## config.mk

```make
export PLATFORM = sky130hd
export DESIGN_NAME = hazard_stall_ctrl
export DESIGN_NICKNAME = d
export VERILOG_FILES = /design/src/rtl/hsc_pkg.sv /design/src/rtl/hsc_src_match.sv /design/src/rtl/hsc_stall_policy.sv /design/src/rtl/hsc_bubble_gen.sv /design/src/rtl/hazard_stall_ctrl.sv
export SDC_FILE = /design/constraint.sdc
export NUM_CORES = 1
export LEC_CHECK = 0
export BUFFER_PORTS_ARGS = -buffer_cell sky130_fd_sc_hd__buf_4
export CORE_MARGIN = 1
export CORE_UTILIZATION = 25
export DETAILED_ROUTE_END_ITERATION = 10
export PLACE_DENSITY_LB_ADDON = 0.3
export SLEW_MARGIN = 20
export SYNTH_ARGS = -nofsm -noshare
export SYNTH_HDL_FRONTEND = slang
export SYNTH_SLANG_ARGS = --single-unit
```

## constraint.sdc

```tcl
create_clock -name vclk -period 1.2
set_input_delay 0.12 -clock vclk [all_inputs]
set_output_delay 0.12 -clock vclk [all_outputs]
set_load 0.01 [all_outputs]
```

## src/rtl/hsc_pkg.sv

```systemverilog
// Shared definitions for the hazard stall controller.
// Assumes three later pipeline stages and two source operands per instruction.
package hsc_pkg;

    // Stall policy chosen at elaboration
    typedef enum logic {
        MODE_STALL_ONLY = 1'b0,
        MODE_FORWARD    = 1'b1
    } stall_mode_e;

    // Number of source operands compared per decoding instruction
    localparam int NSRC = 2;
    // Number of later stages compared: execute, memory, write-back
    localparam int NSTG = 3;
    // Stage positions inside the comparison grid
    localparam int STG_EX  = 0;
    localparam int STG_MEM = 1;
    localparam int STG_WB  = 2;

endpackage

```

## src/rtl/hsc_src_match.sv

```systemverilog
// One source-versus-destination comparator.
// Reports a hit when the stage writes a register, the source is not
// register 0, and the indices are equal. Purely combinational.
module hsc_src_match #(
    parameter int REG_W = 3
) (
    input  logic [REG_W-1:0] src,
    input  logic [REG_W-1:0] dst,
    input  logic             wen,
    output logic             hit
);

    // Compare one source against one later-stage destination
    always_comb begin
        hit = wen && (src != '0) && (src == dst);
    end

endmodule

```

## src/rtl/hsc_stall_policy.sv

```systemverilog
// Turns the grid of comparator hits into one stall decision.
// Stall-only mode stalls on any hit. Forwarding mode stalls only on an
// execute-stage hit by a load. Hit index = source * NSTG + stage.
module hsc_stall_policy
    import hsc_pkg::*;
#(
    parameter stall_mode_e MODE = MODE_STALL_ONLY
) (
    input  logic [NSRC*NSTG-1:0] hits,
    input  logic                 ex_is_load,
    output logic                 stall
);

    generate
        if (MODE == MODE_FORWARD) begin : g_fwd
            logic ex_any;
            // Results of ALU stages are bypassed; mark remaining hits as intentionally unused
            wire unused_far = ^hits;

            // Collect execute-stage hits across all sources
            always_comb begin
                ex_any = 1'b0;
                for (int s = 0; s < NSRC; s++) begin
                    ex_any = ex_any | hits[s*NSTG + STG_EX];
                end
            end

            // Only a load in execute cannot be forwarded in time
            always_comb begin
                stall = ex_any && ex_is_load;
            end
        end else begin : g_stall_only
            // Load flag is irrelevant when every dependence waits
            wire unused_load = ex_is_load;

            // Any pending writer of a source forces a wait
            always_comb begin
                stall = |hits;
            end
        end
    endgenerate

endmodule

```

## src/rtl/hsc_bubble_gen.sv

```systemverilog
// Applies a stall decision to the pipeline controls.
// Freezes the program counter and fetch/decode register, and clears the
// write enables handed to execute so that a bubble proceeds.
module hsc_bubble_gen (
    input  logic stall,
    input  logic id_regwr,
    input  logic id_memwr,
    output logic pc_en,
    output logic ifid_en,
    output logic idex_regwr,
    output logic idex_memwr
);

    // Hold the front end while stalled
    always_comb begin
        pc_en   = !stall;
        ifid_en = !stall;
    end

    // Neutralize the instruction entering execute while stalled
    always_comb begin
        idex_regwr = id_regwr && !stall;
        idex_memwr = id_memwr && !stall;
    end

endmodule

```

## src/rtl/hazard_stall_ctrl.sv

```systemverilog
// Decode-stage hazard stall controller for a five-stage in-order pipeline.
// Builds a grid of source/destination comparators, applies the stall policy
// chosen by MODE, and drives the front-end freeze and bubble enables.
// Assumes no register-file bypass: a write-back match counts as pending.
module hazard_stall_ctrl
    import hsc_pkg::*;
#(
    parameter int          REG_W = 3,
    parameter stall_mode_e MODE  = MODE_STALL_ONLY
) (
    input  logic [REG_W-1:0] id_src_a,
    input  logic [REG_W-1:0] id_src_b,
    input  logic             id_regwr,
    input  logic             id_memwr,
    input  logic [REG_W-1:0] ex_dst,
    input  logic             ex_regwr,
    input  logic             ex_memrd,
    input  logic [REG_W-1:0] mem_dst,
    input  logic             mem_regwr,
    input  logic [REG_W-1:0] wb_dst,
    input  logic             wb_regwr,
    output logic             stall,
    output logic             pc_en,
    output logic             ifid_en,
    output logic             idex_regwr,
    output logic             idex_memwr
);

    localparam int NHIT = NSRC * NSTG;

    logic [REG_W-1:0] srcs [NSRC];
    logic [REG_W-1:0] dsts [NSTG];
    logic             wens [NSTG];
    logic [NHIT-1:0]  hits;
    logic             ex_is_load;

    // Gather operands and stage fields into indexable arrays
    always_comb begin
        srcs[0]       = id_src_a;
        srcs[1]       = id_src_b;
        dsts[STG_EX]  = ex_dst;
        dsts[STG_MEM] = mem_dst;
        dsts[STG_WB]  = wb_dst;
        wens[STG_EX]  = ex_regwr;
        wens[STG_MEM] = mem_regwr;
        wens[STG_WB]  = wb_regwr;
        ex_is_load    = ex_memrd;
    end

    genvar s, k;
    generate
        for (s = 0; s < NSRC; s++) begin : g_src
            for (k = 0; k < NSTG; k++) begin : g_stg
                hsc_src_match #(.REG_W(REG_W)) u_match (
                    .src (srcs[s]),
                    .dst (dsts[k]),
                    .wen (wens[k]),
                    .hit (hits[s*NSTG + k])
                );
            end
        end
    endgenerate

    hsc_stall_policy #(.MODE(MODE)) u_policy (
        .hits       (hits),
        .ex_is_load (ex_is_load),
        .stall      (stall)
    );

    hsc_bubble_gen u_bubble (
        .stall      (stall),
        .id_regwr   (id_regwr),
        .id_memwr   (id_memwr),
        .pc_en      (pc_en),
        .ifid_en    (ifid_en),
        .idex_regwr (idex_regwr),
        .idex_memwr (idex_memwr)
    );

endmodule

```

==> qor.yml <==
critical_path:
  crit_fanout: 5
  cp_slowest_cell: "or3_4"
  worst_setup_path_start_kind: "input port"
  cp_top_family: "compound AO/OA/AOI/OAI gates"
  cp_slowest_stage_delay_ns: 0.34
  crit_path_cell_trace: "buf_8, o21ba_4, o2111ai_2, o22ai_2, or3_4, buf_6"
  path_class: "in2out"
  crit_required_ns: 1.08
  critical_path.endpoint_type: "output pin"
  crit_buf_inv: 2
  arrival_ns: 1.20
  cp_num_cells: 6
synth:
  yosysTopAreaCell: "xnor2_1"
  synth_cell_types: 17
  synth_top_area_share_pct: 37.26
  synthesis.nets: 63
  seq_area_frac_synth_pct: 0
  yosysWarnings: 0
  syn_inst: 42
  synth_area_um2: 329.1
  synth_area_leaders: "xnor2_1 (37%), o2111ai_2 (9.1%), nand4_1 (7.6%)"
  avgSynthCellArea_um2: 7.835
placement:
  postPlaceCellArea_um2: 560.5
  port_buffers: 25
  place_hpwl_um: 716.6
  gp_congestion: 0.7152
finish:
  syn_to_final_growth_pct: 96.96
  clkbuf_count: 0
  drive_above_1_share_pct: 61.76
  regArea_um2: 0
  nNetsFinal: 91
  diodes: 0
  seq_cell_count: 0
  num-fill-cells: 122
  design_area_um2: 648.1
timing:
  finalHoldViolCount: 0
  slew_viol_final: 0
  setup_viol: 5
  max_slew_margin_pct: 82.99
  fmaxAchievable_ghz: 0.7554
  rsz0062_at_grt: "yes"
  fin_crit_ns: 1.324
  worst_slack_ns: -0.1238
  fin_crit_sh_pct: 110.3
  tightest_slew_ns: 0.2552
global_route:
  grt_max_degree: 6
  antenna_found_initial: 0
  grt_pass1_wl_mm: 1.366
  grt_pass1_vias: 341
  grt_usage_pct: 12.70
  grt-ovfl-total: 0
die:
  io_pins: 26
  die_w_um: 38.28
  start_util_pct: 28.10
  dieArea_um2: 1465
  core_area_um2: 1171
  fp-row-count: 12
  dieHeight_um: 38.28
pwr:
  leakagePower_nw: 0.2693
  p_total_uw: 311.4
  ir_worst_vdd_uv: 178.0
  p_per_area_nw_per_um2: 480.4
worst_hold_path:
  hp-class: "in2out"
  min_path_cells: 4
  hold_end: "idex_memwr"
  worst_hold_startpoint: "id_memwr"
route:
  met3WireLength_um: 39
  vias: 384
  met2WireLength_um: 449
  wirelength_um: 851
  viasPerCell: 4.683
  drtAntennaViolNets: 0
  wl_per_cell_um: 10.38
  drtIter0Drc: 3
  drt-met1-wl_um: 362
  top_layer_used: "met3"
  dr.pass1.iters: 3
  drc: 0
run:
  drv_cap: 0
clock_tree:
  cts_setup_buffers: 0
status:
  status: "finished, violations left"
  violations: "setup timing"
-- power by group --
part           internal (mW)  switching (mW)  total, mW
combinational          0.191           0.120      0.311
sequential                 0               0          0
clock                      0               0          0
-- layout by cell type, fill, tap and decap left out, drive strengths merged --
cell / Yosys / layout
a21oi: 2 / 2
buf: 4 / 31
inv: 2 / 2
nand2b: 1 / 1
nand4: 4 / 4
nor3: 3 / 3
nor4: 2 / 2
o2111ai: 2 / 2
o21ba: 2 / 2
o22ai: 1 / 1
or2b: 1 / 1
or3: 1 / 1
xnor2: 14 / 14
xor2: 2 / 2
-- layer usage --
metal / track usage [%] / vias up
met4: 0 / 0
met5: 0 / -
li1: - / 199
met2: 24.58 / 13
met1: 16.38 / 172
met3: 0 / 0
-- worst max path at each step --
stage / slack (ns) / endpoint / start
CTS: -0.15 / stall / id_src_a[0]
detailed placement: -0.18 / stall / id_src_a[0]
finish: -0.12 / stall / id_src_a[0]
floorplan: -0.08 / idex_memwr / id_src_b[0]
global placement: -0.17 / stall / id_src_a[0]
global route: -0.18 / stall / id_src_a[0]
-- final cells by class --
cell class                 instances  area [um^2]  share of cell area [%]
inverter                           2        7.507                   1.158
timing repair buffer              31        279.0                   43.05
tap                               14        17.52                   2.703
multi-input combinational         35        344.1                   53.09
-- synth_stat cells --
| library cell | n |
|---|---|
| a21oi_1 | 2 |
| buf_2 | 1 |
| buf_4 | 2 |
| buf_6 | 1 |
| clkbuf_2 | 1 |
| inv_1 | 2 |
| nand2b_1 | 1 |
| nand4_1 | 4 |
| nor3_1 | 3 |
| nor4_1 | 2 |
| o2111ai_2 | 2 |
| o21ba_1 | 2 |
| o22ai_2 | 1 |
| or2b_1 | 1 |
| or3_1 | 1 |
| xnor2_1 | 14 |
| xor2_1 | 2 |
-- kinds of logic (layout without fill, tap and decap cells) --
family / after synthesis / in the layout / synth area share, %
AOI/OAI and AO/OA: 7 / 7 / 22.05
buffers and inverters: 7 / 33 / 13.30
and+or+nand+nor: 12 / 12 / 22.05
xor gates and xnor gates: 16 / 16 / 42.59
-- stage by stage --
stage / std cells / TNS, ns / hold slack (ns) / setup slack, ns / utilization (%)
4_1_cts: 82 / -0.6497 / 0.5583 / -0.1471 / 51.18
2_1_floorplan: 42 / -0.3015 / 0.3336 / -0.08453 / -
3_5_place_dp: 82 / -0.7288 / 0.5557 / -0.1840 / 47.86
6_report: 82 / -0.3802 / 0.5735 / -0.1238 / 55.34
3_3_place_gp: 82 / -0.6480 / 0.5596 / -0.1660 / 47.86
5_1_grt: 82 / -0.7567 / 0.5951 / -0.1801 / 55.34
-- what timing repair did --
item | CTS | global route
hold buffers | 0 | 0
gates resized for setup | 9 | 9
setup endpoints to repair | 5 | 5
pin swaps | 5 | 8
(Power assumes the default switching activity.)
